## config.mk

```make
export PLATFORM = sky130hd
export DESIGN_NAME = dac_wave_seq
export DESIGN_NICKNAME = d
export VERILOG_FILES = /design/src/rtl/dac_seq_pkg.sv /design/src/rtl/dac_rate_div.sv /design/src/rtl/dac_wave_core.sv /design/src/rtl/dac_word_fifo.sv /design/src/rtl/dac_out_stage.sv /design/src/rtl/dac_wave_seq.sv
export SDC_FILE = /design/constraint.sdc
export NUM_CORES = 1
export LEC_CHECK = 0
export BUFFER_PORTS_ARGS = -buffer_cell sky130_fd_sc_hd__buf_2
export CAP_MARGIN = 5
export CORE_MARGIN = 2
export CORE_UTILIZATION = 50
export DETAILED_ROUTE_END_ITERATION = 12
export PLACE_DENSITY = 0.77
export SYNTH_ARGS = -nofsm -noshare
export SYNTH_HDL_FRONTEND = slang
export SYNTH_HIERARCHICAL = 1
export SYNTH_SLANG_ARGS = --single-unit
```

## constraint.sdc

```tcl
create_clock -name clk -period 3.69 [get_ports clk]
set_input_delay 0.738 -clock clk [delete_from_list [all_inputs] [get_ports clk]]
set_output_delay 0.738 -clock clk [all_outputs]
set_load 0.02 [all_outputs]
```

## src/rtl/dac_seq_pkg.sv

```systemverilog
package dac_seq_pkg;

  localparam int REG_AW = 3;

  typedef enum logic [1:0] {
    SHP_SQUARE = 2'd0,
    SHP_TRI    = 2'd1,
    SHP_SAW    = 2'd2,
    SHP_SQALT  = 2'd3
  } shape_e;

  typedef enum logic [REG_AW-1:0] {
    RS_CTRL  = 3'd0,
    RS_DIV   = 3'd1,
    RS_LOW   = 3'd2,
    RS_HIGH  = 3'd3,
    RS_HOLD  = 3'd4,
    RS_LEVEL = 3'd5,
    RS_DATA  = 3'd6,
    RS_NONE  = 3'd7
  } reg_sel_e;

  typedef struct packed {
    logic   sync_md;
    shape_e shape;
    logic   auto_md;
    logic   en;
  } ctrl_t;

endpackage

```

## src/rtl/dac_rate_div.sv

```systemverilog
module dac_rate_div #(
  parameter int CNT_W = 16
) (
  input  logic             clk,
  input  logic             rst,
  input  logic             run,
  input  logic [CNT_W-1:0] limit,
  output logic             step
);

  logic [CNT_W-1:0] cnt_q;

  assign step = run && (cnt_q == limit);

  always_ff @(posedge clk) begin
    if (rst || !run) begin
      cnt_q <= '0;
    end else if (step) begin
      cnt_q <= '0;
    end else begin
      cnt_q <= cnt_q + CNT_W'(1);
    end
  end

endmodule

```

## src/rtl/dac_wave_core.sv

```systemverilog
module dac_wave_core
  import dac_seq_pkg::*;
#(
  parameter int CODE_W = 12,
  parameter int HOLD_W = 16
) (
  input  logic              clk,
  input  logic              rst,
  input  logic              run,
  input  logic              step,
  input  shape_e            shape,
  input  logic [CODE_W-1:0] lo,
  input  logic [CODE_W-1:0] hi,
  input  logic [HOLD_W-1:0] hold,
  output logic [CODE_W-1:0] code,
  output logic              code_vld
);

  logic [CODE_W-1:0] code_q;
  logic              vld_q;
  logic              first_q;
  logic              dir_up_q;
  logic              sq_hi_q;
  logic [HOLD_W-1:0] sq_cnt_q;

  assign code     = code_q;
  assign code_vld = vld_q;

  always_ff @(posedge clk) begin
    if (rst) begin
      code_q   <= '0;
      vld_q    <= 1'b0;
      first_q  <= 1'b1;
      dir_up_q <= 1'b1;
      sq_hi_q  <= 1'b1;
      sq_cnt_q <= '0;
    end else if (!run) begin
      vld_q    <= 1'b0;
      first_q  <= 1'b1;
      dir_up_q <= 1'b1;
      sq_hi_q  <= 1'b1;
      sq_cnt_q <= '0;
    end else begin
      vld_q <= step;
      if (step) begin
        first_q <= 1'b0;
        if (lo > hi) begin
          code_q <= lo;
        end else begin
          unique case (shape)
            SHP_SAW: begin
              if (first_q || code_q >= hi || code_q < lo) code_q <= lo;
              else code_q <= code_q + CODE_W'(1);
            end
            SHP_TRI: begin
              if (first_q || code_q < lo || code_q > hi) begin
                code_q   <= lo;
                dir_up_q <= 1'b1;
              end else if (dir_up_q) begin
                if (code_q >= hi) begin
                  if (hi > lo) begin
                    code_q   <= code_q - CODE_W'(1);
                    dir_up_q <= 1'b0;
                  end
                end else begin
                  code_q <= code_q + CODE_W'(1);
                end
              end else begin
                if (code_q <= lo) begin
                  if (hi > lo) begin
                    code_q   <= code_q + CODE_W'(1);
                    dir_up_q <= 1'b1;
                  end
                end else begin
                  code_q <= code_q - CODE_W'(1);
                end
              end
            end
            default: begin
              code_q <= sq_hi_q ? hi : lo;
              if (sq_cnt_q == hold) begin
                sq_cnt_q <= '0;
                sq_hi_q  <= ~sq_hi_q;
              end else begin
                sq_cnt_q <= sq_cnt_q + HOLD_W'(1);
              end
            end
          endcase
        end
      end
    end
  end

endmodule

```

## src/rtl/dac_word_fifo.sv

```systemverilog
module dac_word_fifo #(
  parameter int W  = 12,
  parameter int AW = 3
) (
  input  logic         clk,
  input  logic         rst,
  input  logic         push,
  input  logic [W-1:0] din,
  input  logic         pop,
  output logic [W-1:0] dout,
  output logic [AW:0]  level
);

  localparam int DEPTH = 1 << AW;

  logic [W-1:0]  mem [DEPTH];
  logic [AW-1:0] wr_ptr_q;
  logic [AW-1:0] rd_ptr_q;
  logic [AW:0]   lvl_q;
  logic          do_push;
  logic          do_pop;

  assign do_push = push && (lvl_q != (AW+1)'(DEPTH));
  assign do_pop  = pop && (lvl_q != '0);
  assign dout    = mem[rd_ptr_q];
  assign level   = lvl_q;

  always_ff @(posedge clk) begin
    if (do_push) mem[wr_ptr_q] <= din;
  end

  always_ff @(posedge clk) begin
    if (rst) begin
      wr_ptr_q <= '0;
      rd_ptr_q <= '0;
      lvl_q    <= '0;
    end else begin
      if (do_push) wr_ptr_q <= wr_ptr_q + AW'(1);
      if (do_pop)  rd_ptr_q <= rd_ptr_q + AW'(1);
      unique case ({do_push, do_pop})
        2'b10:   lvl_q <= lvl_q + (AW+1)'(1);
        2'b01:   lvl_q <= lvl_q - (AW+1)'(1);
        default: lvl_q <= lvl_q;
      endcase
    end
  end

endmodule

```

## src/rtl/dac_out_stage.sv

```systemverilog
module dac_out_stage #(
  parameter int CODE_W = 12
) (
  input  logic              clk,
  input  logic              rst,
  input  logic              run,
  input  logic              sync_md,
  input  logic              cand_vld,
  input  logic [CODE_W-1:0] cand,
  input  logic              trig,
  output logic [CODE_W-1:0] code,
  output logic              upd
);

  logic [CODE_W-1:0] code_q;
  logic [CODE_W-1:0] stage_q;
  logic              pend_q;
  logic              upd_q;

  assign code = code_q;
  assign upd  = upd_q;

  always_ff @(posedge clk) begin
    if (rst) begin
      code_q  <= '0;
      stage_q <= '0;
      pend_q  <= 1'b0;
      upd_q   <= 1'b0;
    end else begin
      upd_q <= 1'b0;
      if (!run) begin
        pend_q <= 1'b0;
      end else if (!sync_md) begin
        pend_q <= 1'b0;
        if (cand_vld) begin
          code_q <= cand;
          upd_q  <= 1'b1;
        end
      end else begin
        if (trig && pend_q) begin
          code_q <= stage_q;
          upd_q  <= 1'b1;
        end
        if (cand_vld) begin
          stage_q <= cand;
          pend_q  <= 1'b1;
        end else if (trig) begin
          pend_q <= 1'b0;
        end
      end
    end
  end

endmodule

```

## src/rtl/dac_wave_seq.sv

```systemverilog
module dac_wave_seq
  import dac_seq_pkg::*;
#(
  parameter int CODE_W  = 12,
  parameter int DATA_W  = 16,
  parameter int FIFO_AW = 3
) (
  input  logic              clk,
  input  logic              rst,
  input  logic              reg_we,
  input  logic [REG_AW-1:0] reg_addr,
  input  logic [DATA_W-1:0] reg_wdata,
  input  logic              trig,
  output logic [CODE_W-1:0] dac_code,
  output logic              dac_upd,
  output logic              dma_req
);

  localparam int CTRL_W = $bits(ctrl_t);

  ctrl_t             ctrl_q;
  logic [DATA_W-1:0] div_q;
  logic [CODE_W-1:0] lo_q;
  logic [CODE_W-1:0] hi_q;
  logic [DATA_W-1:0] hold_q;
  logic [FIFO_AW:0]  wm_q;

  logic              run;
  logic              auto_md;
  logic              sync_md;
  logic              step;
  logic              push;
  logic              pop;
  logic [CODE_W-1:0] fifo_dout;
  logic [FIFO_AW:0]  fifo_lvl;
  logic [CODE_W-1:0] wave_code;
  logic              wave_vld;
  logic [CODE_W-1:0] man_q;
  logic              man_vld_q;
  logic [CODE_W-1:0] cand;
  logic              cand_vld;
  logic              dma_q;

  function automatic logic [CODE_W-1:0] clip(input logic [CODE_W-1:0] x,
                                             input logic [CODE_W-1:0] l,
                                             input logic [CODE_W-1:0] h);
    if (l > h)      return l;
    else if (x < l) return l;
    else if (x > h) return h;
    else            return x;
  endfunction

  assign run     = ctrl_q.en;
  assign auto_md = ctrl_q.auto_md;
  assign sync_md = ctrl_q.sync_md;

  always_ff @(posedge clk) begin
    if (rst) begin
      ctrl_q <= '0;
      div_q  <= '0;
      lo_q   <= '0;
      hi_q   <= '1;
      hold_q <= '0;
      wm_q   <= '0;
    end else if (reg_we) begin
      unique case (reg_sel_e'(reg_addr))
        RS_CTRL:  ctrl_q <= ctrl_t'(reg_wdata[CTRL_W-1:0]);
        RS_DIV:   div_q  <= reg_wdata;
        RS_LOW:   lo_q   <= reg_wdata[CODE_W-1:0];
        RS_HIGH:  hi_q   <= reg_wdata[CODE_W-1:0];
        RS_HOLD:  hold_q <= reg_wdata;
        RS_LEVEL: wm_q   <= reg_wdata[FIFO_AW:0];
        default:  ;
      endcase
    end
  end

  assign push = reg_we && (reg_sel_e'(reg_addr) == RS_DATA);
  assign pop  = run && !auto_md && step && (fifo_lvl != '0);

  dac_rate_div #(.CNT_W(DATA_W)) div_i (
    .clk  (clk),
    .rst  (rst),
    .run  (run),
    .limit(div_q),
    .step (step)
  );

  dac_wave_core #(.CODE_W(CODE_W), .HOLD_W(DATA_W)) wave_i (
    .clk     (clk),
    .rst     (rst),
    .run     (run && auto_md),
    .step    (step),
    .shape   (ctrl_q.shape),
    .lo      (lo_q),
    .hi      (hi_q),
    .hold    (hold_q),
    .code    (wave_code),
    .code_vld(wave_vld)
  );

  dac_word_fifo #(.W(CODE_W), .AW(FIFO_AW)) fifo_i (
    .clk  (clk),
    .rst  (rst),
    .push (push),
    .din  (reg_wdata[CODE_W-1:0]),
    .pop  (pop),
    .dout (fifo_dout),
    .level(fifo_lvl)
  );

  always_ff @(posedge clk) begin
    if (rst) begin
      man_q     <= '0;
      man_vld_q <= 1'b0;
      dma_q     <= 1'b0;
    end else begin
      man_vld_q <= pop;
      if (pop) man_q <= clip(fifo_dout, lo_q, hi_q);
      dma_q <= run && !auto_md && (fifo_lvl <= wm_q);
    end
  end

  assign cand     = auto_md ? wave_code : man_q;
  assign cand_vld = auto_md ? wave_vld : man_vld_q;
  assign dma_req  = dma_q;

  dac_out_stage #(.CODE_W(CODE_W)) out_i (
    .clk     (clk),
    .rst     (rst),
    .run     (run),
    .sync_md (sync_md),
    .cand_vld(cand_vld),
    .cand    (cand),
    .trig    (trig),
    .code    (dac_code),
    .upd     (dac_upd)
  );

endmodule

```

# ---- Word-level counts from Yosys, hierarchy flattened
# Memory sizes are Yosys's and may differ from the RTL's. A register that Yosys moved wholly into a read port is not among the register bits.
# Cells that the tools add are included.
dict set report word_totals {
  regBits 163
  mem_bits_rw 96
  inputBits 23
  out_inout_bits 14
  wordCells 140
  n_memories 1
}
# name depth word_bits rd rd_ports_with_merged_regs wr line
set mem_list {}
lappend mem_list {fifo_i.mem 8 12 1 1 1 dac_word_fifo.sv:16} ;# logic [W-1:0] mem [DEPTH];
dict set report classes {
  addsub 8
  n_lt_le_gt_ge 9
  n_eq_ne 16
  muxes 35
  bitwise 6
  n_reduce_logical 39
}
# operator count
set ops {}
lappend ops {{2-to-1 mux 12 bit} 16}
lappend ops {{> comparator 12 bit} 4}
lappend ops {{adder 16 x 1 -> 16 bit, second input constant} 2}
lappend ops {{== test 16 bit} 2}
lappend ops {{< comparator 12 bit} 2}
lappend ops {{one-hot mux 12 bit (2 select lines)} 1}
lappend ops {{2-to-1 mux 16 bit} 1}
lappend ops {{2-to-1 mux 1 bit} 14}
lappend ops {{adder 12 x 1 -> 12 bit, second input constant} 1}
lappend ops {{>= comparator 12 bit} 1}
lappend ops {{less-or-equal comparator 12 bit} 1}
lappend ops {{AND reduction 2 bit} 6}
lappend ops {{AND reduction 3 bit} 4}
lappend ops {{subtractor 12 x 1 -> 12 bit, second input constant} 1}
lappend ops {{logical AND 1 bit} 10}
lappend ops {{== test 3 bit, second input constant} 3}
lappend ops {{one-hot mux 4 bit (2 select lines)} 1}
lappend ops {{AND reduction 4 bit} 2}
lappend ops {{OR reduction 2 bit} 4}
lappend ops {{adder 3 x 1 -> 3 bit, second input constant} 2}
lappend ops {{== test 3 x 2 -> 1 bit, second input constant} 2}
lappend ops {{2-to-1 mux 3 bit} 2}
lappend ops {{inequality test 6 x 3 -> 1 bit, second input constant} 1}
lappend ops {{inequality test 6 bit, second input constant} 1}
lappend ops {{other kinds (15)} 29}

# ---- Depth between registers and ports, before layout
dict set report logic_depth {
  word_depth 7
  ltp_mapped 14
  ltp_nobuf 14
}

# ---- Hierarchy
# Netlist, hierarchy kept.
# module instances cells_each area_per_inst_um2 seq_area_each_um2
set modules_own_cells {}
lappend modules_own_cells {dac_word_fifo 1 210 4351.7 3143.0}
lappend modules_own_cells {dac_wave_seq 1 473 4112.7 1581.5}
lappend modules_own_cells {dac_wave_core 1 484 3873.7 640.6}
lappend modules_own_cells {dac_out_stage 1 130 1134.8 520.5}
lappend modules_own_cells {dac_rate_div 1 98 858.3 320.3}

# ---- Least setup slack after synthesis
# No wires, ideal clock.
dict set report synth_path {
  path_type {register to register}
  from {register div_i.cnt_q[2]}
  to {register fifo_i.lvl_q[3] (netlist: fifo_i/level[3])}
  setup_time_ns 0.121
  arrival_time_ns 3.244
  required_ns 3.569
  path_slack_ns 0.326
  path_stages_with_launch 13
  n_path_buf 0
  period_less_slack_ns 3.364
  path_cell_list {dfxtp_1 > xor2_1 > nor4_1 > nand2_1 > nor4_1 > nand3b_1 > nor2_1 > o41a_1 > ha_1 > nand2_1 > mux2_2 > o41ai_1 > mux2_2}
}
dict set report synth_via {
  elab_chain_cells 7
  elab_cells_between_ends 9
  cone_classes {eq/ne (3); mux (1); reduce/logical (5)}
}
# element line
set synth_lines {}
lappend synth_lines {{from (decl)} dac_rate_div.sv:11} ;# logic [CNT_W-1:0] cnt_q;
lappend synth_lines {{from (signal assigned)} dac_rate_div.sv:21} ;# cnt_q <= cnt_q + CNT_W'(1);
lappend synth_lines {{== test 16 bit *} dac_rate_div.sv:13} ;# assign step = run && (cnt_q == limit);
lappend synth_lines {{logical AND 1 bit *} dac_rate_div.sv:13}
lappend synth_lines {{net step} dac_wave_seq.sv:31} ;# logic step;
lappend synth_lines {{logical AND 1 bit * (2 in a row)} dac_wave_seq.sv:79} ;# assign pop = run && !auto_md && step && (fifo_lvl != '0);
lappend synth_lines {{net pop} dac_wave_seq.sv:33} ;# logic pop;
lappend synth_lines {{logical AND 1 bit *} dac_word_fifo.sv:24} ;# assign do_pop = pop && (lvl_q != '0);
lappend synth_lines {{net fifo_i.do_pop} dac_word_fifo.sv:21} ;# logic do_pop;
lappend synth_lines {{== test 2 x 1 -> 1 bit / == test 2 bit (equally long branches)} dac_word_fifo.sv:40} ;# unique case ({do_push, do_pop})
lappend synth_lines {{one-hot mux 4 bit (2 select lines) / nonzero test 2 bit (equally long branches)} --}
lappend synth_lines {{to (signal assigned)} dac_word_fifo.sv:41} ;# 2'b10: lvl_q <= lvl_q + (AW+1)'(1);
lappend synth_lines {{to (signal assigned)} dac_word_fifo.sv:42} ;# 2'b01: lvl_q <= lvl_q - (AW+1)'(1);
lappend synth_lines {{to (signal assigned)} dac_word_fifo.sv:43} ;# default: lvl_q <= lvl_q;
lappend synth_lines {{to (decl)} dac_word_fifo.sv:19} ;# logic [AW:0] lvl_q;
# The timed path passes the listed nets; every way through them passes the cells marked *.
# A chain may end at the register's enable or synchronous reset.

# ---- Final worst setup path
dict set report layout_path {
  from {register div_i.cnt_q[11]}
  to {register fifo_i.lvl_q[2] (netlist: fifo_i/level[2])}
}
# Same word-level chain as after synthesis.

==> run_results.csv <==
group,metric,value,unit
timing,tightest_slew,1.098,ns
synth,synth-main-ff-cell,"dfxtp_1",
cells_and_area,drive_gt1_frac,0.1574,
cells_and_area,final_cells,1846,
global_routing,grt_use_total,0.2467,
pwr,power_frac_seq,0.486,
drt,drt_iter0_markers,957,
synth,synth_seq_cells,262,
synth,avgSynthCellArea,10.27,um^2
drt,ant_nets,0,
pwr,power.share.switching,0.2177,
global_routing,antenna_found_initial,0,
floorplanning,row_count,61,
timing,rsz0062_at_grt,"no",
worst_setup_path,end_kind,"register",
floorplanning,die-area,30030,um^2
drt,drc,0,
pwr,internal-power,4.880,mW
clocking,ctsHoldBuffers,0,
cells_and_area,area_delta_synth_final,11.73,%
global_routing,grt_pass1_vias,10730,
drt,vias,11030,
drt,drt_pass1_iterations,5,
pwr,p_leak,6.058,nW
synth,ys_seq_area_frac,0.4330,
place,place_hpwl,26.49,mm
worst_setup_path,crit_fanout,5,
cells_and_area,final_util,0.5717,
timing,whs,0.4575,ns
global_routing,grt_overflow,0,
synth,yosys-top-cells-area,"dfxtp_1, edfxtp_1, ha_1",
pwr,vdd.ir_drop.worst,387.2,uV
job,maxCapViolCount,0,
synth,yosys.area.top_type,"dfxtp_1",
pwr,clockPowerShare,0.461,
place,placedCellCount,1798,
global_routing,grt_pass1_wl,59.13,mm
floorplanning,start_util,0.5116,
synth,synth_top_area_share,0.2319,
clocking,clkLatencyLatePin,0.53,ns
floorplanning,core,28010,um^2
worst_setup_path,arrival,3.88,ns
timing,fin_tns_setup,0,ns
pwr,power_density,389.6,nW/um^2
worst_setup_path,start_kind,"register",
hold_path,hold_class,"reg2reg",
clocking,htreeDepth,1,
clocking,cts_tree,"yes",
timing,clock_skew,0.008517,ns
synth,syn_nets,1504,
cells_and_area,nNetsFinal,1557,
synth,ys_async_sr_fraction,0,
timing,final_min_period_over_clock_period,0.9282,
worst_setup_path,path_class,"reg2reg",
synth,yosysMostFrequentCell,"nand2_1",
place,place.gp.congestion,0.9322,
synth,ys_warn_count,6,
timing,finalSetupViolCount,0,
floorplanning,die_height,173.3,um
floorplanning,die_x,173.3,um
drt,drt_wl_total,37.78,mm
floorplanning,io_pins,37,
cells_and_area,antenna_cells,0,
drt,wl_per_cell,20.47,um
timing,fmax,292.0,MHz
clocking,post_cts_buffers,0,
synth,synth_edf_count,96,
clocking,cts_sinks,262,
clocking,numCtsBuffers,26,
synth,ys_types,102,
drt,vias_per_cell,5.975,
place,portBuffers,36,
timing,max_slew_margin,0.2654,
timing,maxSlewViolCount,0,
global_routing,grt_max_degree,66,
timing,final_hold_viol_count,0,
worst_setup_path,cp.required,4.14,ns
synth,synthesis.area,14330,um^2
clocking,cts_max_path_buffers,3,
clocking,clkTransAtPathRegs,0.06,ns
pwr,comb_power_share,0.054,
synth,syn-instance-count,1395,
synth,ys_top_cells_by_count,"nand2_1, dfxtp_1, nor2_1",
pwr,p_switching,1.358,mW
outcome,status,"finished clean",
timing,period_minus_slack,3.425,ns
pwr,total_power,6.239,mW
clocking,clockRootBuffer,"clkbuf_16",
-- layer usage --
metal	part of all wire	track usage	routed length, um
met1	0.43	0.3323	16110
met2	0.46	0.4060	17550
met3	0.068	0.02851	2553
met4	0.042	0.09993	1571
met5	0	0	0
-- per-stage QoR --
step                instance area (um^2)  worst slack (ns)
finish                             16010            0.2651
global route                       16010          0.008806
CTS                                16010            0.2038
detailed placement                 15050            0.1758
global placement                   15050            0.3198
floorplan                          14330            0.3255
-- critical path, stage by stage, from the launching register on --
cell and delay, ns:
dfxtp_1 0.35, xor2_1 0.17, nor4_1 0.30, nand2_1 0.18
nor4_2 0.37, nand3b_1 0.13, nor2_1 0.15, o41a_1 0.32
ha_1 0.33, xor2_1 0.18, ha_1 0.16, a21oi_1 0.05
xor2_1 0.17, or3_1 0.31, a21oi_1 0.16
-- power groups by stage --
stage / Combinational [mW] / Clock [mW] / Sequential [mW]
3_3_place_gp: 0.315 / 0 / 3.09
3_5_place_dp: 0.325 / 0 / 3.09
5_1_grt: 0.361 / 3.05 / 3.03
6_report: 0.334 / 2.88 / 3.03
4_1_cts: 0.327 / 2.92 / 3.03
2_1_floorplan: 0.199 / 0 / 3.09
-- placed cells by master, fill, tap and decap left out, types with 35 or more instances in the layout --
cell type	count
a21oi_1	92
buf_2	35
buf_4	52
dfxtp_1	166
edfxtp_1	96
ha_1	86
inv_1	83
mux2i_1	35
nand2_1	179
nor2_1	112
xnor2_1	46
xor2_1	37
-- kinds of logic after synthesis --
logic type,count (synthesis),share of synthesized area
AOI/OAI and AO/OA,276,0.1502
xor gates and xnor gates,83,0.05072
adders and majority gates,86,0.07508
buffers and inverters,148,0.04767
DFF,262,0.4330
muxes,90,0.09254
and+or+nand+nor,450,0.1508
-- flip-flops by register name, summed over array words and instances (netlist names), 3 cells and up, named ones only --
| signal | count |
|---|---|
| wm_q | 4 |
| hold_q | 16 |
| div_q | 16 |
| lo_q | 12 |
| out_i/stage_q | 12 |
| man_q | 12 |
| wave_i/sq_cnt_q | 16 |
| fifo_i/wr_ptr_q | 3 |
| wave_i/code | 12 |
| fifo_i/rd_ptr_q | 3 |
| hi_q | 12 |
| out_i/code | 12 |
| fifo_i/level | 4 |
| div_i/cnt_q | 16 |
| fifo_i/mem | 96 |
-- what timing repair did --
item / 4_1_cts / 5_1_grt
resized for setup: 0 / 1
endpoints found under the hold margin: 0 / 0
endpoints found under the setup margin: 0 / 2
-- path summary, 6_finish.rpt --
kind,slack [ns],to,start,depth (start not counted)
setup / recovery,0.27,fifo_i/level[2],div_i/cnt_q[11],14
hold / removal,0.46,out_i/stage_q[0],out_i/stage_q[0],2
setup reg to reg,0.27,fifo_i/level[2],div_i/cnt_q[11],14
hold reg to reg,0.46,out_i/stage_q[0],out_i/stage_q[0],2
-- area by class of cell --
cell class | count | area, um^2
Clock inverter | 9 | 128.9
Timing Repair Buffer | 89 | 605.6
Multi-Input combinational cell | 985 | 7460
Clock buffer | 39 | 824.5
Tap cell | 378 | 473.0
Sequential cell | 262 | 6206
Inverter | 84 | 315.3
Fill cell | 2315 | 12000
No activity file was read; power rests on OpenSTA's default activity.
